## config.mk

```make
export PLATFORM = sky130hd
export DESIGN_NAME = pwm_cur_ctl
export DESIGN_NICKNAME = d
export VERILOG_FILES = /design/src/rtl/pwm_ctl_pkg.sv /design/src/rtl/pwm_period_timer.sv /design/src/rtl/pwm_target_calc.sv /design/src/rtl/pwm_drive_latch.sv /design/src/rtl/pwm_cur_ctl.sv
export SDC_FILE = /design/constraint.sdc
export NUM_CORES = 1
export LEC_CHECK = 0
export BUFFER_PORTS_ARGS = -buffer_cell sky130_fd_sc_hd__buf_2
export CELL_PAD_IN_SITES_DETAIL_PLACEMENT = 0
export CELL_PAD_IN_SITES_GLOBAL_PLACEMENT = 1
export CORE_MARGIN = 2
export CORE_UTILIZATION = 45
export DETAILED_ROUTE_END_ITERATION = 12
export GPL_TIMING_DRIVEN = 0
export PLACE_DENSITY_LB_ADDON = 0.05
export REMOVE_ABC_BUFFERS = 1
export SYNTH_ARGS = -nofsm -noshare
export SYNTH_HDL_FRONTEND = slang
export SYNTH_SLANG_ARGS = --single-unit
```

## constraint.sdc

```tcl
create_clock -name clk -period 12.83 [get_ports clk]
set_input_delay 0.6415 -clock clk [delete_from_list [all_inputs] [get_ports clk]]
set_output_delay 0.6415 -clock clk [all_outputs]
set_load 0.01 [all_outputs]
```

## src/rtl/pwm_ctl_pkg.sv

```systemverilog
// Shared constants of the current control law.
// Assumes all analogue quantities arrive as codes on one common scale.
package pwm_ctl_pkg;
    // Gain from command headroom to current target is 1/8 (right shift).
    localparam int unsigned TGT_SHIFT = 3;
    // Soft-start ceiling is the ramp code divided by this factor.
    localparam int unsigned SS_DIV    = 10;
endpackage

```

## src/rtl/pwm_period_timer.sv

```systemverilog
// Free-running period counter; flags the first clock of each PWM period.
// Assumes PERIOD >= 2. After reset the counter sits at zero, so the first
// edge after reset release begins a period.
module pwm_period_timer #(
    parameter int unsigned PERIOD = 1000
) (
    input  logic clk,
    input  logic rst_n,
    output logic period_start
);
    localparam int unsigned CW = (PERIOD > 1) ? $clog2(PERIOD) : 1;
    localparam logic [CW-1:0] LAST = CW'(PERIOD - 1);

    logic [CW-1:0] cnt_q;

    // Count clocks within a period and wrap at the last one.
    always_ff @(posedge clk) begin
        if (!rst_n)            cnt_q <= '0;
        else if (cnt_q == LAST) cnt_q <= '0;
        else                   cnt_q <= cnt_q + 1'b1;
    end

    assign period_start = (cnt_q == '0);
endmodule

```

## src/rtl/pwm_target_calc.sv

```systemverilog
// Combinational current-target law: command headroom below the reference,
// scaled by 1/8, then capped by the fixed limit and by the soft-start ceiling.
// Assumes all inputs are codes on a common scale. The stop decision uses the
// raw command, so the lowest-speed input cannot prevent a stop.
module pwm_target_calc
    import pwm_ctl_pkg::*;
#(
    parameter int unsigned DW          = 10,
    parameter int unsigned REF_CODE    = 614,
    parameter int unsigned LIM_CODE    = 51,
    parameter int unsigned SS_END_CODE = 512
) (
    input  logic [DW-1:0] ctl_code,
    input  logic [DW-1:0] minsp_code,
    input  logic [DW-1:0] ramp_code,
    output logic [DW-1:0] tgt,
    output logic          stop
);
    localparam logic [DW-1:0] REF_C = DW'(REF_CODE);
    localparam logic [DW-1:0] LIM_C = DW'(LIM_CODE);
    localparam logic [DW-1:0] SSE_C = DW'(SS_END_CODE);

    logic [DW-1:0] eff, head, law, capped, ss_cap;

    // Effective command: never above the lowest-speed setting.
    always_comb eff = (ctl_code < minsp_code) ? ctl_code : minsp_code;

    // Headroom below the reference, then the 1/8 gain.
    always_comb begin
        head = (eff <= REF_C) ? (REF_C - eff) : '0;
        law  = head >> TGT_SHIFT;
    end

    // Apply the fixed limit and, during soft start, the ramp ceiling.
    always_comb begin
        ss_cap = ramp_code / DW'(SS_DIV);
        capped = (law > LIM_C) ? LIM_C : law;
        if (ramp_code < SSE_C && ss_cap < capped) capped = ss_cap;
    end

    assign stop = (ctl_code > REF_C);
    assign tgt  = stop ? '0 : capped;
endmodule

```

## src/rtl/pwm_drive_latch.sv

```systemverilog
// Per-period drive flop: sets at period start when the sense code is below
// the freshly sampled target, and clears when the sense code reaches the
// held target. Assumes tgt_in/stop_in are settled at period start.
module pwm_drive_latch #(
    parameter int unsigned DW = 10
) (
    input  logic          clk,
    input  logic          rst_n,
    input  logic          period_start,
    input  logic [DW-1:0] tgt_in,
    input  logic          stop_in,
    input  logic [DW-1:0] isns_code,
    output logic          drive_q,
    output logic [DW-1:0] tgt_q
);
    // Hold the target for the whole period; reload only at its start.
    always_ff @(posedge clk) begin
        if (!rst_n)            tgt_q <= '0;
        else if (period_start) tgt_q <= tgt_in;
    end

    // Set at period start, clear on peak current, otherwise hold.
    always_ff @(posedge clk) begin
        if (!rst_n)                     drive_q <= 1'b0;
        else if (period_start)          drive_q <= !stop_in && (isns_code < tgt_in);
        else if (isns_code >= tgt_q)    drive_q <= 1'b0;
    end
endmodule

```

## src/rtl/pwm_cur_ctl.sv

```systemverilog
// Peak-current PWM speed controller top. Joins the period timer, the target
// law and the drive flop. Assumes a clock of PERIOD times the PWM rate and
// converter codes that are synchronous to clk.
module pwm_cur_ctl #(
    parameter int unsigned DW          = 10,
    parameter int unsigned PERIOD      = 1000,
    parameter int unsigned REF_CODE    = 614,
    parameter int unsigned LIM_CODE    = 51,
    parameter int unsigned SS_END_CODE = 512
) (
    input  logic          clk,
    input  logic          rst_n,
    input  logic [DW-1:0] ctl_code,
    input  logic [DW-1:0] minsp_code,
    input  logic [DW-1:0] ramp_code,
    input  logic [DW-1:0] isns_code,
    output logic          drive_en
);
    logic          period_start;
    logic [DW-1:0] tgt_next, tgt_q;
    logic          stop_next;

    pwm_period_timer #(.PERIOD(PERIOD)) u_timer (
        .clk(clk), .rst_n(rst_n), .period_start(period_start)
    );

    pwm_target_calc #(
        .DW(DW), .REF_CODE(REF_CODE), .LIM_CODE(LIM_CODE), .SS_END_CODE(SS_END_CODE)
    ) u_law (
        .ctl_code(ctl_code), .minsp_code(minsp_code), .ramp_code(ramp_code),
        .tgt(tgt_next), .stop(stop_next)
    );

    pwm_drive_latch #(.DW(DW)) u_drv (
        .clk(clk), .rst_n(rst_n), .period_start(period_start),
        .tgt_in(tgt_next), .stop_in(stop_next), .isns_code(isns_code),
        .drive_q(drive_en), .tgt_q(tgt_q)
    );
endmodule

```

# After elaboration in Yosys (flattened, before gate mapping)
# Index checks and enable logic that the tools add are counted.
classes:
  n_div: 1
  add_sub_neg: 2
  eq_ne: 1
  n_lt_le_gt_ge: 8
  muxes: 7
  reduce_logical: 6
  bitwise: 1
  shift: 0
  n_mul: 0
ops:
  columns: ["op", "n"]
  rows:
  - ["$mux W10", 4]
  - ["$lt A10 B10 Y1", 3]
  - ["$add A10 B1 Y10 const B", 1]
  - ["$div A10 B4 Y10 const B", 1]
  - ["$eq A10 B10 Y1 const B", 1]
  - ["$ge A10 B10 Y1", 1]
  - ["$gt A10 B10 Y1 const B", 1]
  - ["$le A10 B10 Y1 const B", 1]
  - ["$logic_not A10 Y1", 1]
  - ["$lt A10 B10 Y1 const B", 1]
  - ["$sub A10 B10 Y10 const A", 1]
  - ["$gt A7 B6 Y1 const B", 1]
  - ["$mux W7", 1]
  - ["$logic_and A1 B1 Y1", 2]
  - ["$mux W1", 2]
  - ["$reduce_bool A2 Y1", 1]
  - ["$reduce_or A2 Y1", 1]
  - ["$logic_not A1 Y1", 1]
  - ["$not A1 Y1", 1]
totals:
  mem_count: 0
  romBits: 0
  output_inout_bits: 1
  register_bits: 21
  input_bits: 42
  latch_bits: 0
  word_cells: 29
  ramBits: 0

# Logic depth before layout (Yosys ltp)
depth:
  word_depth: 13
  mapped_depth: 27
  ltp_nobuf: 26

# Cells and area by module
# A second synthesis with hierarchy kept.
hier_totals:
  cells_unflattened: 403
  area_unflattened_um2: 3150.5
modules_own_cells:
  columns: ["module", "area_per_inst_um2", "instances", "cells_each", "seq_area_each_um2"]
  rows:
  - ["pwm_target_calc", 1735.4, 1, 246, 0.0]
  - ["pwm_drive_latch", 904.6, 1, 98, 220.2]
  - ["pwm_period_timer", 510.5, 1, 59, 200.2]

# Worst setup path after synthesis
# No wires, ideal clock.
synth_path:
  path_kind: "input-to-reg"
  startpoint: "input minsp_code[5]"
  endpoint: "register u_drv.drive_q"
  path_buffers: 1
  t_required_ns: 12.755
  setup_ns: 0.075
  setup_slack_ns: 7.783
  arrival_time_ns: 4.972
  path_stages: 27
  path_cell_list: "inv_1 > ha_1 > a211oi_1 > o21ai_0 > a21oi_1 > or2_2 > clkbuf_1 > o21ai_0 > o21ai_0 > nand2_1 > ha_1 > a21o_1 > a21o_1 > a21o_1 > a211oi_1 > o221ai_1 > nor3_1 > o211ai_2 > and3_1 > or3_1 > ha_1 > a21o_1 > a21oi_1 > nor2b_1 > o21ai_0 > nand4b_1 > o22ai_1"
synth_via:
  elab_chain_len: 13
  word_cells_on_any_way: 14
  classes_between: "1 x add/sub; 5 x order compare; 6 x mux; 2 x reduce/logical"
synth_rtl:
  columns: ["item", "line_no", "source"]
  rows:
  - ["start: declaration", "pwm_cur_ctl.sv:14", "input logic [DW-1:0] minsp_code,"]
  - ["$lt A10 B10 Y1", "pwm_target_calc.sv:26", "always_comb eff = (ctl_code < minsp_code) ? ctl_code : minsp_code;"]
  - ["$mux W10 *", "pwm_target_calc.sv:26", null]
  - ["$sub A10 B10 Y10 or $le A10 B10 Y1 (tied branches)", "pwm_target_calc.sv:30", "head = (eff <= REF_C) ? (REF_C - eff) : '0;"]
  - ["$mux W10 *", "pwm_target_calc.sv:30", null]
  - ["$gt A7 B6 Y1", "pwm_target_calc.sv:37", "capped = (law > LIM_C) ? LIM_C : law;"]
  - ["$mux W7 *", "pwm_target_calc.sv:37", null]
  - ["$lt A10 B10 Y1", "pwm_target_calc.sv:38", "if (ramp_code < SSE_C && ss_cap < capped) capped = ss_cap;"]
  - ["$logic_and A1 B1 Y1", "pwm_target_calc.sv:38", null]
  - ["$mux W10 *", "pwm_target_calc.sv:38", null]
  - ["$mux W10 *", "pwm_target_calc.sv:42", "assign tgt = stop ? '0 : capped;"]
  - ["$lt A10 B10 Y1 *", "pwm_drive_latch.sv:25", "else if (period_start) drive_q <= !stop_in && (isns_code < tgt_in);"]
  - ["$logic_and A1 B1 Y1 *", "pwm_drive_latch.sv:25", null]
  - ["$mux W1 *", "pwm_drive_latch.sv:25", null]
  - ["end signal: assignment", "pwm_drive_latch.sv:25", null]
  - ["end: declaration", "pwm_drive_latch.sv:13", "output logic drive_q,"]
# Every way passes the cells marked *; elsewhere a longest branch is shown, timed or not.
# A chain may end at the register's enable or synchronous reset.

# Final worst setup path
layout_path:
  startpoint: "input ramp_code[9]"
  endpoint: "register u_drv.drive_q"
layout_via:
  elab_chain_len: 8
  word_cells_on_any_way: 9
  classes_between: "1 x div; 3 x order compare; 3 x mux; 2 x reduce/logical"
layout_rtl:
  columns: ["item", "line_no", "source"]
  rows:
  - ["start: declaration", "pwm_cur_ctl.sv:15", "input logic [DW-1:0] ramp_code,"]
  - ["$div A10 B4 Y10", "pwm_target_calc.sv:36", "ss_cap = ramp_code / DW'(SS_DIV);"]
  - ["$lt A10 B10 Y1", "pwm_target_calc.sv:38", null]
  - ["$logic_and A1 B1 Y1", "pwm_target_calc.sv:38", null]
  - ["$mux W10 *", "pwm_target_calc.sv:38", null]
  - ["$mux W10 *", "pwm_target_calc.sv:42", null]
  - ["$lt A10 B10 Y1 *", "pwm_drive_latch.sv:25", null]
  - ["$logic_and A1 B1 Y1 *", "pwm_drive_latch.sv:25", null]
  - ["$mux W1 *", "pwm_drive_latch.sv:25", null]
# Marks and branches as above.

==> results.md <==
Status:
- The run finished with clean final reports.

Logic synthesis:
- The register bit total from synthesis is 18.
- By count the netlist is led by nand2_1 (34), inv_1 (32), ha_1 (30).
- The most common cell in the synthesized netlist is nand2_1.
- After synthesis, the share of flip-flops with an asynchronous set or reset is 0%.
- The count of warnings emitted by yosys is 0.
- Sequential elements use 13.0% of the synthesized area.
- The dominant register cell in the synthesized netlist is dfxtp_1.
- The average cell area after synthesis is 7.07 um2.
- By area the synthesized netlist is led by ha_1 (14%), dfxtp_1 (13%), o21ai_0 (4.7%), nand2_1 (4.6%), inv_1 (4.3%).
- The largest total area in the synthesized netlist belongs to ha_1.
- The number of enable flip-flop cells after synthesis is 0.
- The number of cells produced by synthesis is 392.
- The netlist uses 67 different library cells.
- The synthesized area is 2770 um2.
- In this run the biggest area consumer among cell types represents 13.6% of the synthesized area.

Worst setup path:
- The critical path goes through buf_2 > nor3b_1 > a22o_1 > a222oi_1 > o311ai_0 > ha_1 > a21o_1 > a21o_1 > a21o_1 > a211oi_1 > o221ai_1 > nor3_1 > o211ai_2 > and3_1 > or3_1 > ha_1 > a21o_1 > a21oi_1 > nor2b_1 > o21ai_0 > nand4b_1 > o22ai_1.
- The dominant delay contributor by cell family on the critical path is compound AO/OA/AOI/OAI gates.
- The largest fanout on the critical path is 25.
- The worst setup path is launched from an input port.
- The count of buffer and inverter cells on the critical path is 1.
- The endpoint kind of the worst setup timing path is a flip-flop.
- The critical path's largest stage delay is 0.77 ns.
- Data on the critical path arrives at its endpoint at 5.96 ns.
- For this design, the slowest cell found on the critical path is a222oi_1.
- The required time of the critical path is 13.02 ns.
- In this design, the critical path's most frequently occurring cell is a21o_1.
- The critical setup path kind is in -> reg.

Floorplanning:
- The initialized floorplan defines 28 standard-cell rows.
- The height of the die is 82.5 um.
- The starting density of the core is 46.8%.
- In this run the count of I/O pins placed on the die edge is 43.
- The area of the die is 6800 um2.
- The width of the die is 82.5 um.
- The area of the placeable core is 5920 um2.

STA:
- In this run the tightest slew margin relative to its limit is 43.3%.
- The transition time at the pin with the least slew margin is 0.850 ns.
- Setup violations remaining at the end of the flow were counted as 0.
- The final-report hold violation count is 0.
- Setup repair after global routing left no endpoint under its margin.
- In the finished design, the share of the clock period the worst path needs comes to 45.0%.
- Summed over all failing endpoints, the final setup total negative slack is 0 ns.
- The max-slew violation total from the final report is 0.
- The clock arrives with 0.00458 ns of skew.
- The worst hold slack is 0.453 ns.
- The post-layout minimum cycle time is 5.78 ns.
- The maximum clock rate is 173 MHz.

Route:
- After the first detailed-routing iteration, the DRC count stood at 79.
- Across all layers, the routed design uses 2938 vias.
- The average via count per standard cell is 5.89.
- For this block, the routed nets add up to 6850 um of wire.
- The first TritonRoute pass finished after 4 iterations.
- Once detail routing completed, the nets flagged for antenna violations numbered 0.
- In the final routed layout, each cell accounts on average for 13.7 um.
- The number of remaining DRC errors is 0.

Pwr:
- The analysis attributes to cell leakage a power of 0.00131 uW.
- The worst IR drop on VDD is 49.2 uV.
- Total power for the finished layout comes to 220 uW.
- The power per standard cell area is 72.7 nW/um2.

Layout:
- The area added between synthesis and finish is 9.12%.
- The repair_antennas step left the layout with diodes totalling 0.
- The layout filler cell count is 624.
- Of the cells placed in the final design, the portion with a size suffix greater than 1 is 12.0%.
- Once layout is complete, the utilization of the core stands at 51.1%.
- At the end of the flow, the number of nets in the layout was 497.
- The multi-input gate area in the final layout is 2180 um2.
- Summing all flip-flop and latch instances after layout gives 360 um2.

CTS:
- In this run the number of H-tree levels came out at 1.
- The insertion delay of the later-clocked pin in the worst-skew pair is 0.25 ns.
- After clock tree synthesis, the clock-pin slew on the worst setup and hold paths is 0.07 ns.
- The hold-fix buffer count after cts is 0.
- The clock sink count is 18.
- The number of CTS-inserted buffers is 3.
- The post-cts repair resize count is 0.
- The post-CTS setup buffer count is 0.
- The buffer cell driving the clock tree root is clkbuf_8.
- The maximum clock path buffer count is 2.
- The TritonCTS clock tree is yes.

Min path:
- The kind of path behind the tightest hold check is reg -> reg.

Global route:
- Global routing used 21.1% of the available tracks.
- The number of antenna violations at the first check in global routing is 0.
- The total overflow left after global routing is 0.
- The number of global-route vias before repair is 2548.
- The largest net degree at the start of global routing is 26.
- The first global-routing pass estimated 11500 um of wire.

Place:
- Routability-driven placement finished with a final weighted congestion of 0.801.
- Port buffering added 41 buffers.
- The half-perimeter wire length of the detailed placement result is 5600 um.

Job:
- The number of violations of the max-capacitance limit is 0.
## worst min-delay path, cell delays in order, from the launching register on
cell and delay, ns:
dfxtp_1 0.33, nand2_1 0.05, o31ai_1 0.05
## cell type report
cell class / instances / share of cell area [%]
sequential: 18 / 11.9
tap: 75 / 3.10
multi-input combinational: 328 / 72.3
inverter: 33 / 4.10
timing repair buffer: 41 / 6.79
clock buffer: 4 / 1.82
## through the flow
stage	instance area [um2]	std cells	worst slack [ns]
after detailed placement	2970	495	6.81
after CTS	3020	499	7.08
after global routing	3020	499	6.60
after floorplan	2670	379	7.95
after global placement	2970	495	6.88
final	3020	499	7.05
## metal layers
metal	vias up	routed length, um	GRT usage, %
met3	4	186	0.761
li1	1525	-	-
met4	0	46	4.50
met1	1361	3480	29.6
met2	48	3140	35.8
met5	-	0	0
## kinds of logic (layout without fill, tap and decap cells)
family / after synthesis / count (layout) / share of synthesized area, %
simple gates: 155 / 155 / 29.2
compound gates: 121 / 121 / 29.5
buf+inv: 47 / 78 / 8.27
fa+ha+maj: 30 / 30 / 13.6
xor+xnor: 18 / 18 / 5.69
flops: 18 / 18 / 13.0
mux: 2 / 2 / 0.723
other cells: 1 / 2 / 0.135
## where the power goes
part / leakage (uW) / internal (uW) / switching (uW)
Clock: 0.0000288 / 27.3 / 19.6
Sequential: 0.000146 / 58.9 / 1.78
Combinational: 0.00113 / 46.1 / 66.3
Total: 0.00131 / 132 / 87.6
## cells in the final DEF (no fill, tap or decap), types with 8 or more instances in the layout
| master | instances |
|---|---|
| xnor2_1 | 13 |
| ha_1 | 30 |
| nand2b_1 | 9 |
| a31oi_1 | 8 |
| o21ai_0 | 26 |
| a21oi_1 | 22 |
| nor3_1 | 14 |
| and3_1 | 8 |
| dfxtp_1 | 18 |
| inv_1 | 32 |
| buf_2 | 41 |
| nand2_1 | 34 |
| nand3_1 | 20 |
| nor2b_1 | 8 |
| or3_1 | 9 |
| nor2_1 | 28 |
## state kept, by name (all words and copies together), names as in the netlist
| register | flops |
|---|---|
| u_timer.cnt_q | 10 |
| u_drv.tgt_q | 7 |
| u_drv.drive_q | 1 |
## worst paths after layout
kind | start | end | slack (ns) | depth (start not counted)
max | ramp_code[9] | u_drv.drive_q | 7.05 | 22
min | u_drv.tgt_q[2] | u_drv.tgt_q[2] | 0.45 | 2
max reg2reg | u_drv.tgt_q[0] | u_drv.drive_q | 11.09 | 10
min reg2reg | u_drv.tgt_q[2] | u_drv.tgt_q[2] | 0.45 | 2
Power figures use the tool's default switching activity.
